<file path="src/rtl/fcs_pkg.sv">
package fcs_pkg;

  localparam int IDX_W = 4;

  localparam logic [15:0] UNLOCK_ADDR1 = 16'h5555;
  localparam logic [15:0] UNLOCK_ADDR2 = 16'h2AAA;
  localparam logic [7:0]  UNLOCK_BYTE1 = 8'hAA;
  localparam logic [7:0]  UNLOCK_BYTE2 = 8'h55;
  localparam logic [7:0]  CMD_ID_ENTER = 8'h90;
  localparam logic [7:0]  CMD_ID_LEAVE = 8'hF0;
  localparam logic [7:0]  CMD_ERASE_SETUP = 8'h80;
  localparam logic [7:0]  CMD_SECTOR_GO = 8'h30;
  localparam logic [7:0]  CMD_CHIP_GO = 8'h10;
  localparam logic [7:0]  CMD_PROGRAM = 8'hA0;
  localparam logic [7:0]  BLANK_BYTE = 8'hFF;

  typedef enum logic [1:0] {
    OP_READ_ID      = 2'd0,
    OP_SECTOR_ERASE = 2'd1,
    OP_CHIP_ERASE   = 2'd2,
    OP_PROGRAM      = 2'd3
  } op_e;

  typedef enum logic [1:0] {
    ST_OK         = 2'd0,
    ST_NOT_BLANK  = 2'd1,
    ST_VERIFY_BAD = 2'd2,
    ST_TIMEOUT    = 2'd3
  } status_e;

  typedef enum logic [2:0] {
    K_WRITE, K_READ_MFR, K_READ_DEV, K_READ_BLANK, K_POLL, K_READ_CHECK, K_END
  } kind_e;

  typedef enum logic [2:0] {
    A_UNLOCK1, A_UNLOCK2, A_ZERO, A_ONE, A_TARGET
  } asel_e;

  // One bus step of a command sequence
  typedef struct packed {
    kind_e       kind;
    asel_e       asel;
    logic        useReq;   // drive the request data byte instead of cbyte
    logic [7:0]  cbyte;
  } step_t;

  // Strobes from control to datapath
  typedef struct packed {
    logic load;
    logic wrStrobe;
    logic rdStrobe;
    logic capMfr;
    logic capDev;
    logic pollCap;
    logic gapLoad;
    logic gapTick;
  } ctl_t;

  function automatic step_t mkWr(asel_e a, logic [7:0] b);
    step_t s;
    s.kind = K_WRITE; s.asel = a; s.useReq = 1'b0; s.cbyte = b;
    return s;
  endfunction

  function automatic step_t mkRd(kind_e k, asel_e a);
    step_t s;
    s.kind = k; s.asel = a; s.useReq = 1'b0; s.cbyte = 8'h00;
    return s;
  endfunction

  // Sequence table: the step at position idx of operation op
  function automatic step_t stepOf(op_e op, logic [IDX_W-1:0] idx);
    step_t s;
    s = mkRd(K_END, A_ZERO);
    unique case (op)
      OP_READ_ID: begin
        case (idx)
          4'd0: s = mkWr(A_UNLOCK1, UNLOCK_BYTE1);
          4'd1: s = mkWr(A_UNLOCK2, UNLOCK_BYTE2);
          4'd2: s = mkWr(A_UNLOCK1, CMD_ID_ENTER);
          4'd3: s = mkRd(K_READ_MFR, A_ZERO);
          4'd4: s = mkRd(K_READ_DEV, A_ONE);
          4'd5: s = mkWr(A_UNLOCK1, UNLOCK_BYTE1);
          4'd6: s = mkWr(A_UNLOCK2, UNLOCK_BYTE2);
          4'd7: s = mkWr(A_UNLOCK1, CMD_ID_LEAVE);
          default: s = mkRd(K_END, A_ZERO);
        endcase
      end
      OP_SECTOR_ERASE, OP_CHIP_ERASE: begin
        case (idx)
          4'd0: s = mkWr(A_UNLOCK1, UNLOCK_BYTE1);
          4'd1: s = mkWr(A_UNLOCK2, UNLOCK_BYTE2);
          4'd2: s = mkWr(A_UNLOCK1, CMD_ERASE_SETUP);
          4'd3: s = mkWr(A_UNLOCK1, UNLOCK_BYTE1);
          4'd4: s = mkWr(A_UNLOCK2, UNLOCK_BYTE2);
          4'd5: s = (op == OP_SECTOR_ERASE) ? mkWr(A_TARGET, CMD_SECTOR_GO)
                                            : mkWr(A_UNLOCK1, CMD_CHIP_GO);
          4'd6: s = mkRd(K_POLL, (op == OP_SECTOR_ERASE) ? A_TARGET : A_ZERO);
          default: s = mkRd(K_END, A_ZERO);
        endcase
      end
      OP_PROGRAM: begin
        case (idx)
          4'd0: s = mkRd(K_READ_BLANK, A_TARGET);
          4'd1: s = mkWr(A_UNLOCK1, UNLOCK_BYTE1);
          4'd2: s = mkWr(A_UNLOCK2, UNLOCK_BYTE2);
          4'd3: s = mkWr(A_UNLOCK1, CMD_PROGRAM);
          4'd4: begin
            s = mkWr(A_TARGET, 8'h00);
            s.useReq = 1'b1;
          end
          4'd5: s = mkRd(K_POLL, A_TARGET);
          4'd6: s = mkRd(K_READ_CHECK, A_TARGET);
          default: s = mkRd(K_END, A_ZERO);
        endcase
      end
      default: s = mkRd(K_END, A_ZERO);
    endcase
    return s;
  endfunction

endpackage

</file>
<file path="src/rtl/fcs_datapath.sv">
module fcs_datapath
  import fcs_pkg::*;
#(
  parameter int ADDR_W     = 16,
  parameter int GAP_CYCLES = 3,
  parameter int MAX_POLLS  = 64
) (
  input  logic              clk,
  input  logic              rstN,
  input  ctl_t              ctl,
  input  step_t             step,
  input  logic [ADDR_W-1:0] reqAddr,
  input  logic [7:0]        reqData,
  input  logic [7:0]        flashDin,
  output logic [ADDR_W-1:0] flashAddr,
  output logic [7:0]        flashDout,
  output logic              flashWeN,
  output logic              flashOeN,
  output logic [7:0]        idMfr,
  output logic [7:0]        idDev,
  output logic              gapDone,
  output logic              blankOk,
  output logic              verifyOk,
  output logic              pollStable,
  output logic              pollExpired
);

  localparam int GW = $clog2(GAP_CYCLES + 1);
  localparam int PW = $clog2(MAX_POLLS + 1);

  logic [ADDR_W-1:0] tgtAddr;
  logic [7:0]        tgtData;
  logic [GW-1:0]     gapCnt;
  logic [PW-1:0]     pollCnt;
  logic              prevB6;

  // Request capture, identifier latches and poll history
  always_ff @(posedge clk or negedge rstN) begin
    if (!rstN) begin
      tgtAddr <= '0;
      tgtData <= '0;
      idMfr   <= '0;
      idDev   <= '0;
      pollCnt <= '0;
      prevB6  <= 1'b0;
    end else begin
      if (ctl.load) begin
        tgtAddr <= reqAddr;
        tgtData <= reqData;
        pollCnt <= '0;
        prevB6  <= 1'b0;
      end
      if (ctl.capMfr) idMfr <= flashDin;
      if (ctl.capDev) idDev <= flashDin;
      if (ctl.pollCap) begin
        prevB6  <= flashDin[6];
        pollCnt <= pollCnt + PW'(1);
      end
    end
  end

  // Inter-cycle spacing counter
  always_ff @(posedge clk or negedge rstN) begin
    if (!rstN)            gapCnt <= '0;
    else if (ctl.gapLoad) gapCnt <= GW'(GAP_CYCLES);
    else if (ctl.gapTick && gapCnt != '0) gapCnt <= gapCnt - GW'(1);
  end

  assign gapDone = (gapCnt <= GW'(1));

  // Bus address and data selection
  always_comb begin
    unique case (step.asel)
      A_UNLOCK1: flashAddr = ADDR_W'(UNLOCK_ADDR1);
      A_UNLOCK2: flashAddr = ADDR_W'(UNLOCK_ADDR2);
      A_ZERO:    flashAddr = '0;
      A_ONE:     flashAddr = ADDR_W'(1);
      A_TARGET:  flashAddr = tgtAddr;
      default:   flashAddr = '0;
    endcase
  end

  assign flashDout = step.useReq ? tgtData : step.cbyte;
  assign flashWeN  = ~ctl.wrStrobe;
  assign flashOeN  = ~ctl.rdStrobe;

  // Read-result flags
  assign blankOk     = (flashDin == BLANK_BYTE);
  assign verifyOk    = (flashDin == tgtData);
  assign pollStable  = (pollCnt != '0) && (flashDin[6] == prevB6);
  assign pollExpired = (pollCnt >= PW'(MAX_POLLS - 1));

endmodule

</file>
<file path="src/rtl/fcs_control.sv">
module fcs_control
  import fcs_pkg::*;
(
  input  logic       clk,
  input  logic       rstN,
  input  logic       reqValid,
  input  logic [1:0] reqOp,
  input  logic [7:0] reqData,
  input  logic       gapDone,
  input  logic       blankOk,
  input  logic       verifyOk,
  input  logic       pollStable,
  input  logic       pollExpired,
  output ctl_t       ctl,
  output step_t      step,
  output logic       reqReady,
  output logic       ackValid,
  output logic [1:0] ackStatus
);

  typedef enum logic [1:0] {S_IDLE, S_STROBE, S_GAP, S_RESP} state_e;

  state_e              state;
  op_e                 opReg;
  logic [IDX_W-1:0]    idx;
  status_e             status;
  logic                finish;
  logic                isWrite;
  logic                skipReq;

  assign step    = stepOf(opReg, idx);
  assign isWrite = (step.kind == K_WRITE);
  assign skipReq = (op_e'(reqOp) == OP_PROGRAM) && (reqData == BLANK_BYTE);

  always_comb begin
    ctl          = '0;
    ctl.load     = (state == S_IDLE) && reqValid;
    ctl.wrStrobe = (state == S_STROBE) && isWrite;
    ctl.rdStrobe = (state == S_STROBE) && !isWrite;
    ctl.capMfr   = ctl.rdStrobe && (step.kind == K_READ_MFR);
    ctl.capDev   = ctl.rdStrobe && (step.kind == K_READ_DEV);
    ctl.pollCap  = ctl.rdStrobe && (step.kind == K_POLL);
    ctl.gapLoad  = (state == S_STROBE);
    ctl.gapTick  = (state == S_GAP);
  end

  always_ff @(posedge clk or negedge rstN) begin
    if (!rstN) begin
      state  <= S_IDLE;
      opReg  <= OP_READ_ID;
      idx    <= '0;
      status <= ST_OK;
      finish <= 1'b0;
    end else begin
      unique case (state)
        S_IDLE: begin
          if (reqValid) begin
            opReg  <= op_e'(reqOp);
            idx    <= '0;
            status <= ST_OK;
            finish <= 1'b0;
            state  <= skipReq ? S_RESP : S_STROBE;
          end
        end
        S_STROBE: begin
          state <= S_GAP;
          case (step.kind)
            K_READ_BLANK: begin
              if (!blankOk) begin
                status <= ST_NOT_BLANK;
                finish <= 1'b1;
              end else begin
                idx <= idx + IDX_W'(1);
              end
            end
            K_POLL: begin
              if (pollStable) begin
                idx <= idx + IDX_W'(1);
              end else if (pollExpired) begin
                status <= ST_TIMEOUT;
                finish <= 1'b1;
              end
            end
            K_READ_CHECK: begin
              if (!verifyOk) status <= ST_VERIFY_BAD;
              idx <= idx + IDX_W'(1);
            end
            default: idx <= idx + IDX_W'(1);
          endcase
        end
        S_GAP: begin
          if (gapDone) state <= (finish || step.kind == K_END) ? S_RESP : S_STROBE;
        end
        S_RESP: state <= S_IDLE;
        default: state <= S_IDLE;
      endcase
    end
  end

  assign reqReady  = (state == S_IDLE);
  assign ackValid  = (state == S_RESP);
  assign ackStatus = status;

endmodule

</file>
<file path="src/rtl/flash_cmd_sequencer.sv">
module flash_cmd_sequencer
  import fcs_pkg::*;
#(
  parameter int ADDR_W     = 16,
  parameter int GAP_CYCLES = 3,
  parameter int MAX_POLLS  = 64
) (
  input  logic              clk,
  input  logic              rstN,
  input  logic              reqValid,
  output logic              reqReady,
  input  logic [1:0]        reqOp,
  input  logic [ADDR_W-1:0] reqAddr,
  input  logic [7:0]        reqData,
  output logic              ackValid,
  output logic [1:0]        ackStatus,
  output logic [7:0]        idMfr,
  output logic [7:0]        idDev,
  output logic [ADDR_W-1:0] flashAddr,
  output logic [7:0]        flashDout,
  input  logic [7:0]        flashDin,
  output logic              flashWeN,
  output logic              flashOeN
);

  ctl_t  ctl;
  step_t step;
  logic  gapDone, blankOk, verifyOk, pollStable, pollExpired;

  fcs_control u_control (
    .clk(clk), .rstN(rstN),
    .reqValid(reqValid), .reqOp(reqOp), .reqData(reqData),
    .gapDone(gapDone), .blankOk(blankOk), .verifyOk(verifyOk),
    .pollStable(pollStable), .pollExpired(pollExpired),
    .ctl(ctl), .step(step),
    .reqReady(reqReady), .ackValid(ackValid), .ackStatus(ackStatus)
  );

  fcs_datapath #(
    .ADDR_W(ADDR_W), .GAP_CYCLES(GAP_CYCLES), .MAX_POLLS(MAX_POLLS)
  ) u_datapath (
    .clk(clk), .rstN(rstN),
    .ctl(ctl), .step(step),
    .reqAddr(reqAddr), .reqData(reqData), .flashDin(flashDin),
    .flashAddr(flashAddr), .flashDout(flashDout),
    .flashWeN(flashWeN), .flashOeN(flashOeN),
    .idMfr(idMfr), .idDev(idDev),
    .gapDone(gapDone), .blankOk(blankOk), .verifyOk(verifyOk),
    .pollStable(pollStable), .pollExpired(pollExpired)
  );

endmodule

</file>
<file path="config.mk">
export PLATFORM = sky130hd
export DESIGN_NAME = flash_cmd_sequencer
export DESIGN_NICKNAME = d
export VERILOG_FILES = /design/src/rtl/fcs_pkg.sv /design/src/rtl/fcs_datapath.sv /design/src/rtl/fcs_control.sv /design/src/rtl/flash_cmd_sequencer.sv
export SDC_FILE = /design/constraint.sdc
export NUM_CORES = 1
export LEC_CHECK = 0
export ABC_CLOCK_PERIOD_IN_PS = 2600
export BUFFER_PORTS_ARGS = -buffer_cell sky130_fd_sc_hd__buf_2
export CAP_MARGIN = 25
export CELL_PAD_IN_SITES_DETAIL_PLACEMENT = 0
export CELL_PAD_IN_SITES_GLOBAL_PLACEMENT = 2
export CORE_UTILIZATION = 29
export DETAILED_ROUTE_END_ITERATION = 7
export GPL_ROUTABILITY_DRIVEN = 1
export PLACE_DENSITY_LB_ADDON = 0.1
export REMOVE_ABC_BUFFERS = 1
export SETUP_SLACK_MARGIN = 0.1
export SKIP_CTS_REPAIR_TIMING = 1
export SLEW_MARGIN = 20
export SYNTH_ARGS = -nofsm -noshare
export SYNTH_HDL_FRONTEND = slang
export SYNTH_SLANG_ARGS = --single-unit
</file>
<file path="constraint.sdc">
create_clock -name clk -period 2.6 [get_ports clk]
set_input_delay 0.26 -clock clk [delete_from_list [all_inputs] [get_ports clk]]
set_output_delay 0.26 -clock clk [all_outputs]
set_load 0.01 [all_outputs]
</file>
## Yosys cells after proc, flatten, opt, wreduce, memory -nomap -nowiden

Memories as Yosys holds them, arrays and structs flattened.
Cells that the tools add are included.

| word-level totals | value |
|---|---|
| register bits | 61 |
| memory bits (read-only) | 96 |
| output and inout bits | 46 |
| memories kept | 1 |

| cells by class | value |
|---|---|
| add/subtract/negate cells | 3 |
| magnitude comparators | 2 |
| eq/ne operators | 36 |
| muxes and demuxes | 37 |
| bitwise logic cells | 2 |
| reduce and logical (&&, ||, !) cells | 29 |

Memories:

| memory | depth | width | rd ports | clocked after Yosys merged registers in | wr ports | RTL line | source |
|---|---|---|---|---|---|---|---|
| (no name shown) | 8 | 12 | 1 | 0 | 0 | fcs_pkg.sv:77 | `case (idx)` |

Operators by type and width:

| kind | number |
|---|---|
| 15-bit case mux with 7 select lines | 1 |
| 15-bit case mux with 5 select lines | 1 |
| 16-bit case mux with 4 select lines | 1 |
| 15-bit case mux with 3 select lines | 1 |
| 2-bit 2-to-1 mux | 11 |
| 8-bit equality test (second input constant) | 2 |
| 4-bit case mux with 2 select lines | 2 |
| 15-bit 2-to-1 mux | 1 |
| 3-bit inequality test (second input constant) | 5 |
| 7-bit 2-to-1 mux | 2 |
| 3-bit equality test (second input constant) | 4 |
| 4-bit by 3-bit equality test with 1-bit output (second input constant) | 3 |
| 12-bit 2-to-1 mux | 1 |
| 4-bit 2-to-1 mux | 3 |
| 2-bit equality test (second input constant) | 5 |
| 3-bit by 2-bit equality test with 1-bit output (second input constant) | 3 |
| 1-bit logical AND | 9 |
| 4-bit by 2-bit equality test with 1-bit output (second input constant) | 2 |
| 8-bit equality test | 1 |
| 8-bit 2-to-1 mux | 1 |
| 2-bit case mux with 4 select lines | 1 |
| 2-bit nonzero test | 4 |
| 7-bit by 1-bit adder with 7-bit output (second input constant) | 1 |
| 7-bit by 6-bit >= comparator with 1-bit output (second input constant) | 1 |
| 28 further kinds | 43 |

## Logic depth before layout (Yosys ltp)

| logic depth | value |
|---|---|
| depth after elaboration | 9 |
| depth in mapped cells | 13 |

## Modules after synthesis

A second synthesis with hierarchy kept.

| second synthesis, totals | value |
|---|---|
| cells, all modules | 390 |
| area, all modules | 3,747.3 µm² |

Modules (own cells, without submodules):

| module | instances | cells an instance | area an instance (µm²) | sequential area each (µm²) |
|---|---|---|---|---|
| fcs_datapath | 1 | 222 | 2,498.6 | 1,251.2 |
| fcs_control | 1 | 168 | 1,248.7 | 275.3 |

## Worst setup path before layout

No wires, ideal clock.

| timing path | value |
|---|---|
| path kind | reg-to-output |
| start | register u_control.idx[0] |
| end | output port flashAddr[15] |
| arrival | 2.292 ns |
| required time | 2.340 ns |
| setup slack | 0.048 ns |
| cell stages (with the launch flop) | 12 |
| path through | dfrtp_1 -> inv_1 -> ha_1 -> mux2_2 -> a32oi_1 -> o21ai_0 -> a31oi_1 -> nor2b_1 -> buf_2 -> nor2b_1 -> buf_2 -> and2_1 |

| between the ends | value |
|---|---|
| longest elaborated chain between the ends | 6 |
| elaborated cells between the ends (all ways) | 19 |
| those cells by class | eq/ne: 9; mux: 5; reduce/logical: 4; memory: 1 |

Ends and longest elaborated chain:

| what | RTL line | source |
|---|---|---|
| start, declared | fcs_control.sv:25 | `logic [IDX_W-1:0] idx;` |
| start signal, assigned | fcs_control.sv:73 | `idx <= idx + IDX_W'(1);` |
| start signal, assigned | fcs_control.sv:78 | `idx <= idx + IDX_W'(1);` |
| start signal, assigned | fcs_control.sv:86 | `idx <= idx + IDX_W'(1);` |
| 4-bit by 1-bit equality test with 1-bit output (tied with other cells) | fcs_pkg.sv:90, fcs_pkg.sv:103 |  |
| 2-bit OR reduction (no source line) | -- |  |
| 15-bit case mux with 5 select lines | fcs_pkg.sv:90 | `case (idx)` |
| 15-bit case mux with 3 select lines * | fcs_pkg.sv:75 | `unique case (op)` |
| 3-bit equality test (tied with other cells) | fcs_datapath.sv:73 | `unique case (step.asel)` |
| 16-bit case mux with 4 select lines * | fcs_datapath.sv:73 |  |
| end, declared | flash_cmd_sequencer.sv:19 | `output logic [ADDR_W-1:0] flashAddr,` |

Every way passes the cells marked *; elsewhere a longest branch is shown, timed or not.

## Worst setup path in the final report

Same ends and word-level chain as after synthesis.

==> results.yml <==
yosys:
  avgSynthCellArea_um2: 8.86
  yosysTopAreaCell: "dfrtp_1"
  post_synth_and_or_nand_nor_area_fraction: 0.216
  synth_fa_ha_area_frac: 0.0411
  synthDistinctLibCells: 59
  synth-edff-count: 0
  netlist.area_leader.share: 0.418
  async_flop_share: 1.00
  yosysWarnings: 0
  synth_area_um2: 3650
  muxShareOfSynthArea: 0.0579
  synth.area.top_cells: "dfrtp_1 42%, nand2_1 9.2%, mux2_2 5.2%"
  synth_compound_area_frac: 0.192
  ys.flop_type: "dfrtp_1"
  synth_most_common_cell: "nand2_1"
  synthCells: 412
  yosysSeqAreaShare: 0.418
  synth_xor_area_frac: 0.0264
  synth_top_family_by_area: "simple AND/OR/NAND/NOR gates"
  ys_seq_elements: 61
  synthTopCellsByCount: "89 x nand2_1, 61 x dfrtp_1, 26 x o21ai_0"
power:
  p_leak_nw: 2.53
  p_per_area_nw_per_um2: 1150
  ir_worst_vdd_uv: 495
  power.total_mw: 6.05
detailed_routing:
  drtPass1Iterations: 4
  drt_iter0_markers: 186
  route.detailed.drc: 0
  ant_nets: 0
  viasPerCell: 4.80
  wl_per_cell_um: 15.6
  routed_wl_um: 11100
  vias: 3425
clocking:
  htree_levels: 3
  clock_path_buffers: 2
  cts_tree: "done"
  cts_buffers: 9
  clock_sinks: 61
  clk-insertion-delay-late_ns: 0.33
  root_buffer: "clkbuf_16"
  clkSlewWorstSetupHoldPaths_ns: 0.05
timing:
  max_freq_mhz: 372
  slew_viol_final: 0
  finalHoldViolCount: 26
  rsz0062_at_grt: "yes"
  clock_skew_ns: 0.00585
  setup_viol: 12
  slew_headroom: 0.556
  timing.final.crit_period_ns: 2.68
  worst_slew_pin_slew_ns: 0.665
  fin_ws_ns: -0.0847
  setup_tns_ns: -0.765
  hold-worst-slack_ns: -0.0364
  fin_crit_sh: 1.03
critical_path:
  worstSetupPathType: "reg2out"
  cp.required_ns: 2.34
  arrival_ns: 2.42
  crit_fanout: 8
  crit_path_end_kind: "primary output"
  cp-start-kind: "register"
die:
  core_area_um2: 12200
  initial_utilization: 0.300
  die_w_um: 114
  die_h_um: 114
  rows: 40
  io_pins: 83
  dieArea_um2: 13000
grt:
  antenna_found_initial: 0
  grt_pass1_wl_um: 18400
  grt_max_degree: 36
  grt_pass1_vias: 3497
  grt_use_total: 0.181
  overflow: 0
place:
  gp_congestion: 0.796
  dp_hpwl_um: 8230
  numPortBuffers: 82
status:
  status: "complete, but fails checks"
  violations: "hold timing, setup timing"
final_layout:
  num_antenna_cells: 0
  nets: 590
  areaGrowthSynthToFinish_pct: 43.8
  drive_gt1_frac: 0.401
min_path:
  hold_class: "in2async"
run:
  maxCapViolations: 0
## metrics by stage
step	util	worst slack [ns]	instances	cell area, um2	hold slack [ns]
finish	0.432	-0.0847	714	5250	-0.0364
global route	0.432	-0.204	714	5250	0.00122
CTS	0.399	-0.373	704	4860	-0.0244
detailed placement	0.374	-0.0310	688	4550	0.328
global placement	0.374	0.00970	688	4550	0.330
floorplan	-	-0.356	388	3530	-0.0356
## cell usage in the layout, fill, tap and decap left out, types with 5 or more instances in the layout
master     synthesis  final
inv_1             16     11
ha_1              12      7
nand3_1           16     15
buf_2             10     81
mux2_2            17      9
dfrtp_1           61     60
mux2_4             0      8
nor2_1            21     20
nand4_1            6      6
buf_6              1     16
clkbuf_16          0      9
a21oi_1           12     11
o21a_1            12     12
buf_4              2     42
and2_1             5      5
nand2_1           89     89
inv_2              0      5
a21o_1            10     10
o21ai_0           26     23
xor2_1            10      9
## logic make-up (layout without fill, tap and decap cells)
logic type	count (synthesis)	count (layout)
xor+xnor	11	11
fa+ha+maj	12	12
flops	61	61
buf+inv	40	174
mux	19	19
compound gates	101	101
simple gates	168	168
## registers in the layout (all words and copies together) (netlist names)
register,flops
u_datapath.prevB6,1
u_datapath.tgtAddr,16
u_datapath.pollCnt,7
u_datapath.idDev,8
u_control.state,2
u_datapath.idMfr,8
u_datapath.gapCnt,2
u_control.idx,4
u_control.opReg,2
u_control.finish,1
u_datapath.tgtData,8
u_control.ackStatus,2
## area by class of cell
cell class / count / area, um2
clock buffer: 10 / 239
clock inverter: 6 / 62.6
fill: 1228 / 6910
inverter: 16 / 60.1
multi-input combinational: 311 / 2190
sequential: 61 / 1530
tap: 168 / 210
timing repair buffer: 142 / 956
## power breakdown
part / switching, mW / internal [mW]
combinational: 1.68 / 1.60
clock: 0.431 / 0.763
sequential: 0.266 / 1.31
total: 2.38 / 3.67
## path summary, 6_finish.rpt
check                      cells after the start  slack (ns)                    end                  start
setup reg to reg                              11        0.06    u_datapath.idDev[1]       u_control.idx[0]
hold / removal                                 1       -0.04    u_datapath.idMfr[3]                   rstN
hold reg to reg                                2        0.48  u_datapath.tgtAddr[0]  u_datapath.tgtAddr[0]
min in group clk                               3        0.12  u_datapath.tgtAddr[5]             reqAddr[5]
max in group asynchronous                      2        1.98       u_control.idx[0]                   rstN
setup / recovery                              11       -0.08          flashAddr[15]       u_control.idx[0]
## metal layers
metal	routed length (um)	vias to the layer above	global-route usage
met1	5300	1642	0.241
met5	0	-	0
li1	-	1702	-
met3	548	10	0.0434
met4	132	0	0.0563
met2	5150	71	0.291
## worst max-delay path, stage by stage, from the launching register on
cell and delay [ns]:
dfrtp_2 0.40, inv_2 0.07, ha_4 0.16, mux2_4 0.26, a32oi_2 0.20, o21ai_2 0.11, a31oi_2 0.20, nor2b_4 0.19
nor2b_4 0.14, buf_6 0.13, and2_1 0.12, buf_2 0.12
(Power assumes the default switching activity.)
